<file path="config.mk">
export PLATFORM = sky130hd
export DESIGN_NAME = a429_rx_filter
export DESIGN_NICKNAME = d
export VERILOG_FILES = /design/src/rtl/a429_filt_pkg.sv /design/src/rtl/a429_label_table.sv /design/src/rtl/a429_word_accept.sv /design/src/rtl/a429_rx_fifo.sv /design/src/rtl/a429_rx_filter.sv
export SDC_FILE = /design/constraint.sdc
export NUM_CORES = 1
export LEC_CHECK = 0
export BUFFER_PORTS_ARGS = -buffer_cell sky130_fd_sc_hd__buf_2
export CORE_AREA = 10 10 325 452
export DETAILED_ROUTE_END_ITERATION = 8
export DIE_AREA = 0 0 335 462
export PLACE_DENSITY = 0.54
export SETUP_SLACK_MARGIN = 0.3
export SYNTH_ARGS = -nofsm -noshare
export SYNTH_HDL_FRONTEND = slang
export SYNTH_SLANG_ARGS = --single-unit
</file>
<file path="constraint.sdc">
create_clock -name clk -period 4.7 [get_ports clk]
set_input_delay 0.47 -clock clk [delete_from_list [all_inputs] [get_ports clk]]
set_output_delay 0.47 -clock clk [all_outputs]
set_load 0.01 [all_outputs]
</file>
<file path="src/rtl/a429_filt_pkg.sv">
`timescale 1ns/1ps
package a429_filt_pkg;
  localparam int WORD_W  = 32;
  localparam int LABEL_W = 8;
  localparam int SDI_LSB = 8;   // line bits 9 and 10

  typedef struct packed {
    logic       lbl_chk_en;
    logic       sdi_chk_en;
    logic [1:0] sdi_match;
  } filt_cfg_t;
endpackage

</file>
<file path="src/rtl/a429_label_table.sv">
`timescale 1ns/1ps
module a429_label_table #(
  parameter int NUM = 16,
  parameter int LW  = 8
) (
  input  logic          clk,
  input  logic          rst,
  input  logic          mode,
  input  logic          wr,
  input  logic [LW-1:0] wdata,
  input  logic          rd,
  output logic [LW-1:0] rdata,
  input  logic [LW-1:0] probe,
  output logic          hit
);
  localparam int IW = (NUM > 1) ? $clog2(NUM) : 1;
  localparam logic [IW-1:0] LAST = IW'(NUM - 1);

  logic [LW-1:0] tbl [NUM];
  logic          mode_q;
  logic [IW-1:0] wr_idx, rd_idx;
  logic [IW-1:0] wr_sel, rd_sel;
  logic          start;
  logic [NUM-1:0] hit_vec;

  function automatic logic [IW-1:0] step(input logic [IW-1:0] i);
    return (i == LAST) ? '0 : i + IW'(1);
  endfunction

  assign start  = mode & ~mode_q;
  assign wr_sel = start ? '0 : wr_idx;
  assign rd_sel = start ? '0 : rd_idx;

  always_ff @(posedge clk) begin
    if (rst) begin
      mode_q <= 1'b0;
      wr_idx <= '0;
      rd_idx <= '0;
      rdata  <= '0;
      for (int i = 0; i < NUM; i++) tbl[i] <= '0;
    end else begin
      mode_q <= mode;
      if (start) begin
        wr_idx <= '0;
        rd_idx <= '0;
      end
      if (mode && wr) begin
        tbl[wr_sel] <= wdata;
        wr_idx      <= step(wr_sel);
      end
      if (mode && rd) begin
        rdata  <= tbl[rd_sel];
        rd_idx <= step(rd_sel);
      end
    end
  end

  for (genvar g = 0; g < NUM; g++) begin : g_cmp
    assign hit_vec[g] = (tbl[g] == probe);
  end
  assign hit = |hit_vec;
endmodule

</file>
<file path="src/rtl/a429_word_accept.sv">
`timescale 1ns/1ps
module a429_word_accept
  import a429_filt_pkg::*;
(
  input  logic               valid,
  input  logic [WORD_W-1:0]  word,
  input  filt_cfg_t          cfg,
  input  logic               lbl_hit,
  output logic [LABEL_W-1:0] label,
  output logic               accept
);
  logic lbl_ok, sdi_ok;

  always_comb begin
    label  = word[LABEL_W-1:0];
    lbl_ok = ~cfg.lbl_chk_en | lbl_hit;
    sdi_ok = ~cfg.sdi_chk_en | (word[SDI_LSB +: 2] == cfg.sdi_match);
    accept = valid & lbl_ok & sdi_ok;
  end
endmodule

</file>
<file path="src/rtl/a429_rx_fifo.sv">
`timescale 1ns/1ps
module a429_rx_fifo #(
  parameter int DEPTH = 32,
  parameter int W     = 32
) (
  input  logic         clk,
  input  logic         rst,
  input  logic         push,
  input  logic [W-1:0] din,
  input  logic         pop,
  output logic [W-1:0] dout,
  output logic         ready,
  output logic         half,
  output logic         full,
  output logic         ready_n,
  output logic         half_n,
  output logic         full_n
);
  localparam int AW = (DEPTH > 1) ? $clog2(DEPTH) : 1;
  localparam int CW = $clog2(DEPTH + 1);
  localparam logic [CW-1:0] FULL_CNT = CW'(DEPTH);
  localparam logic [CW-1:0] HALF_CNT = CW'(DEPTH / 2);
  localparam logic [AW-1:0] LAST     = AW'(DEPTH - 1);

  logic [W-1:0]  mem [DEPTH];
  logic [AW-1:0] wr_ptr, rd_ptr;
  logic [CW-1:0] cnt, cnt_nxt;
  logic          do_push, do_pop;

  function automatic logic [AW-1:0] bump(input logic [AW-1:0] p);
    return (p == LAST) ? '0 : p + AW'(1);
  endfunction

  assign do_push = push & (cnt != FULL_CNT);
  assign do_pop  = pop & (cnt != '0);

  always_comb begin
    case ({do_push, do_pop})
      2'b10:   cnt_nxt = cnt + CW'(1);
      2'b01:   cnt_nxt = cnt - CW'(1);
      default: cnt_nxt = cnt;
    endcase
  end

  // storage without reset so it maps to block RAM
  always_ff @(posedge clk) begin
    if (do_push) mem[wr_ptr] <= din;
  end

  always_ff @(posedge clk) begin
    if (rst) begin
      wr_ptr  <= '0;
      rd_ptr  <= '0;
      cnt     <= '0;
      dout    <= '0;
      ready   <= 1'b0;
      half    <= 1'b0;
      full    <= 1'b0;
      ready_n <= 1'b1;
      half_n  <= 1'b1;
      full_n  <= 1'b1;
    end else begin
      if (do_push) wr_ptr <= bump(wr_ptr);
      if (do_pop) begin
        dout   <= mem[rd_ptr];
        rd_ptr <= bump(rd_ptr);
      end
      cnt     <= cnt_nxt;
      ready   <= (cnt_nxt != '0);
      half    <= (cnt_nxt >= HALF_CNT);
      full    <= (cnt_nxt == FULL_CNT);
      ready_n <= (cnt_nxt == '0);
      half_n  <= (cnt_nxt < HALF_CNT);
      full_n  <= (cnt_nxt != FULL_CNT);
    end
  end
endmodule

</file>
<file path="src/rtl/a429_rx_filter.sv">
`timescale 1ns/1ps
module a429_rx_filter
  import a429_filt_pkg::*;
#(
  parameter int NUM_LABELS = 16,
  parameter int FIFO_DEPTH = 32
) (
  input  logic               clk,
  input  logic               rst,
  input  logic               word_valid,
  input  logic [WORD_W-1:0]  word_data,
  input  logic               lbl_chk_en,
  input  logic               sdi_chk_en,
  input  logic [1:0]         sdi_match,
  input  logic               lbl_mode,
  input  logic               host_wr,
  input  logic [LABEL_W-1:0] host_wdata,
  input  logic               host_rd,
  output logic [LABEL_W-1:0] host_rdata,
  input  logic               fifo_rd,
  output logic [WORD_W-1:0]  fifo_rdata,
  output logic               data_ready,
  output logic               half_full,
  output logic               full,
  output logic               data_ready_n,
  output logic               half_full_n,
  output logic               full_n
);
  filt_cfg_t          cfg;
  logic [LABEL_W-1:0] probe;
  logic               lbl_hit;
  logic               accept;

  assign cfg = '{lbl_chk_en: lbl_chk_en, sdi_chk_en: sdi_chk_en, sdi_match: sdi_match};

  a429_label_table #(.NUM(NUM_LABELS), .LW(LABEL_W)) u_tbl (
    .clk   (clk),
    .rst   (rst),
    .mode  (lbl_mode),
    .wr    (host_wr),
    .wdata (host_wdata),
    .rd    (host_rd),
    .rdata (host_rdata),
    .probe (probe),
    .hit   (lbl_hit)
  );

  a429_word_accept u_acc (
    .valid   (word_valid),
    .word    (word_data),
    .cfg     (cfg),
    .lbl_hit (lbl_hit),
    .label   (probe),
    .accept  (accept)
  );

  a429_rx_fifo #(.DEPTH(FIFO_DEPTH), .W(WORD_W)) u_fifo (
    .clk     (clk),
    .rst     (rst),
    .push    (accept),
    .din     (word_data),
    .pop     (fifo_rd),
    .dout    (fifo_rdata),
    .ready   (data_ready),
    .half    (half_full),
    .full    (full),
    .ready_n (data_ready_n),
    .half_n  (half_full_n),
    .full_n  (full_n)
  );
endmodule

</file>
==> run metrics <==
outcome complete, no violations; Vias 24955; Post-synth EDFFs 1152; total CTS buffers 118; Post-Synth Adder-Cell Area 0.379%; Max rail drop VDD 0.000360 V; number of H-tree levels 3; CTS tree built; number of global-route vias before repair 26050; Die W 335 um; Worst Path Required 5300 ps; footprint of the multi-input gates 12700 sq um; Pwr Density 443 nW/um^2; kind of critical path flop to flop; design area 56500 sq um; clk_lat worst skew 750 ps; total design power 25.0 mW; cell taking the most area after synthesis edfxtp_1; Area Growth Syn to Fin 14.3%; RR Startpoint u_tbl.tbl[8][3]$_SDFFCE_PN0P_; met2 usage 31.1%; number of clock sinks 1223; Worst R2R Path Depth 17; leakage 17.7 nW; Worst R2R End u_fifo.ready$_SDFF_PP0_; largest family of logic cells by synthesized area multiplexers; Die Height 462 um; Total GRT Usage 17.3%; Yosys cell types 56; dominant synthesized flop cell edfxtp_1; number of synthesis warnings 0; Root Driver clkbuf_16; Final Cycle Share 78.3%; top-level port count 97; hold_ws 104 ps; core box area 139000 sq um; Worst EP arrival 4280 ps; max-slew violations 0; R2R Setup Slk 1020 ps; Slew HR 29.9%; slack of the critical path 1020 ps; num rows 162; DPL Wire Length 81100 um; Post-Syn Instances 2523; Max Cap Viol 0; # setup viols final 0; Net Count, Synth 2589; Worst-path clk slew 60 ps; Hold Vio Cnt, Final 0; Final Skew 38.1 ps; first-pass GRT wire length 193000 um; Resize count post-CTS 0; highest clock rate 0.272 GHz; multiplexer share of the synthesized area 15.3%; Place WS 472 ps; CP Launch Type flop; I/O Buffers 96; Longest Clk Path Bufs 3; share of layout cells above drive strength 1 26.8%; Routed Antenna Nets 0; slew of the pin with the lowest slew margin 1050 ps; GR peak layer met2; largest cells by area after synthesis edfxtp_1 70%, mux4_2 15%, dfxtp_1 2.9%; min Tclk post-route 3680 ps; Synth Area in XOR/XNOR 2.51%; Synth Area in Compound Gates 2.47%; drt first pass iters 5; layout filler cell count 12268; most numerous cell in the Yosys netlist edfxtp_1; GR Util met3 2.63%; Mapped Avg Cell Area 19.6 sq um; Yosys reg bits 1223; drt total wl 135000 um; Worst Setup SP u_tbl.tbl[8][3]$_SDFFCE_PN0P_; vias per inst 5.45; Post-route DRC 0; Register Area 36000 sq um; Worst Path Max Fanout 8; total negative slack 0 ps; RSZ-0062 raised after global routing no; Post-synth ARST share 0%; fin nets 2740; Total Die Area 155000 sq um; post-synth top area share 69.9%; initial antenna violation count 12; largest net degree at the start of global routing 69; simple-gate share of the synthesized area 4.88%; Post-Syn Area 49500 sq um; met1 Resource Use GR 21.4%; Hold Crit Class primary input to flop; DRT iter0 DRCs 2065; CP endpoint kind flop; Post-synth top cells 1152 x edfxtp_1, 320 x mux4_2, 132 x and2_1; crit path to u_fifo.ready$_SDFF_PP0_; drt wl/cell 29.5 um; Setup Fix Bufs, Post-CTS 0; Initial Utilization 35.7%; Seq/Total Area, Yosys 72.8%; GP Congestion 0.868; total gr overflow 0; placed cell area 52700 sq um
## per-stage QoR
stage / cells / utilization [%]
floorplan: 2523 / -
global placement: 4356 / 38.0
detailed placement: 4356 / 38.0
CTS: 4581 / 40.8
global route: 4581 / 40.8
finish: 4583 / 40.8
## routing by layer
metal / vias to the layer above / wire (um)
met5: - / 85
met4: 14 / 2950
met3: 168 / 6640
met2: 686 / 71600
met1: 13539 / 54000
li1: 10548 / -
## sequential cells by signal (all words and copies together) (netlist names), 4 cells and up
name,cells
u_fifo.rd_ptr,5
u_fifo.dout,32
u_tbl.rd_idx,4
u_fifo.mem,1024
u_fifo.cnt,6
u_tbl.rdata,8
u_tbl.wr_idx,4
u_fifo.wr_ptr,5
u_tbl.tbl,128
## cells in the final DEF, fill, tap and decap left out, types with 4 or more instances in the layout
master / netlist / routed
clkbuf_16: 0 / 119
mux4_2: 320 / 320
dfxtp_1: 71 / 66
nand4_1: 11 / 11
clkinv_1: 0 / 22
and2_1: 132 / 132
and3_1: 43 / 11
ha_1: 15 / 15
mux2i_1: 35 / 35
nand3b_1: 8 / 8
nand3_1: 26 / 26
o211ai_1: 8 / 8
clkinv_2: 0 / 26
a211oi_1: 41 / 41
nand2_1: 93 / 92
buf_4: 8 / 55
bufinv_16: 0 / 11
xor2_1: 93 / 93
nand2b_1: 5 / 5
o221ai_1: 16 / 16
xnor2_1: 49 / 49
buf_2: 50 / 95
and3_2: 0 / 32
a311oi_1: 16 / 16
clkbuf_1: 71 / 25
a211o_1: 9 / 9
a21oi_1: 26 / 26
inv_1: 9 / 9
edfxtp_1: 1152 / 1152
or2_2: 15 / 15
o21ai_0: 24 / 24
dfxtp_4: 0 / 4
nor4_1: 24 / 24
clkbuf_8: 0 / 6
buf_12: 0 / 38
nor2_1: 70 / 70
nor3b_1: 4 / 4
o22ai_1: 16 / 16
## repair_timing
action / in CTS / in global routing
endpoints found under the setup margin: 0 / 0
endpoints found under the hold margin: 2 / 0
hold buffers: 2 / 0
## report_power, final
group          leakage [nW]  internal [mW]  switching (mW)
combinational          4.73           1.44            1.74
sequential             11.1           12.1           0.241
clock                  1.90           5.36            4.13
## cells by family (layout without fill, tap and decap cells)
kind of cell,after synthesis,in the layout
buffers and inverters,169,423
DFF,1223,1223
adders and majority gates,15,15
AOI/OAI and AO/OA,170,170
other,0,2
muxes,356,356
xor gates and xnor gates,142,142
and+or+nand+nor,448,448
## worst max-delay path, cell delays in order, from the launching register on
cell and delay (ps):
edfxtp_1 470, xor2_1 180, nor4_1 370, nand2_1 150, o2111ai_1 180, nor4_4 110
a21oi_4 170, inv_1 70, ha_1 280, xor2_1 180, ha_1 240, nand3b_1 100
o21ai_0 90, a221oi_1 260, nor2_1 90, xnor2_1 210, and4b_1 290, a21oi_1 80
## worst min-delay path by stage
stage | slack, ps | endpoint | from | cells past startpoint
finish | 100 | u_fifo.mem[10][9]$_DFFE_PP_ | word_data[9] | 1
global route | 90 | u_fifo.mem[10][9]$_DFFE_PP_ | word_data[9] | 1
CTS | 70 | u_fifo.mem[10][9]$_DFFE_PP_ | word_data[9] | 1
detailed placement | 450 | u_tbl.rdata[1]$_SDFFE_PP0P_ | u_tbl.rdata[1]$_SDFFE_PP0P_ | 2
global placement | 440 | u_tbl.rdata[1]$_SDFFE_PP0P_ | u_tbl.rdata[1]$_SDFFE_PP0P_ | 2
floorplan | 480 | u_tbl.rdata[0]$_SDFFE_PP0P_ | u_tbl.rdata[0]$_SDFFE_PP0P_ | 2
## area by class of cell
class                      instances  share of cell area, %
clock inverter                    72                   1.24
inverter                          10                 0.0664
clock buffer                     151                   5.59
antenna                            2                0.00885
sequential                      1223                   63.7
timing repair buffer             190                   2.95
multi-input combinational       1131                   22.4
tap                             1804                   3.99
Note: power is estimated with default switching activity, not from simulation.
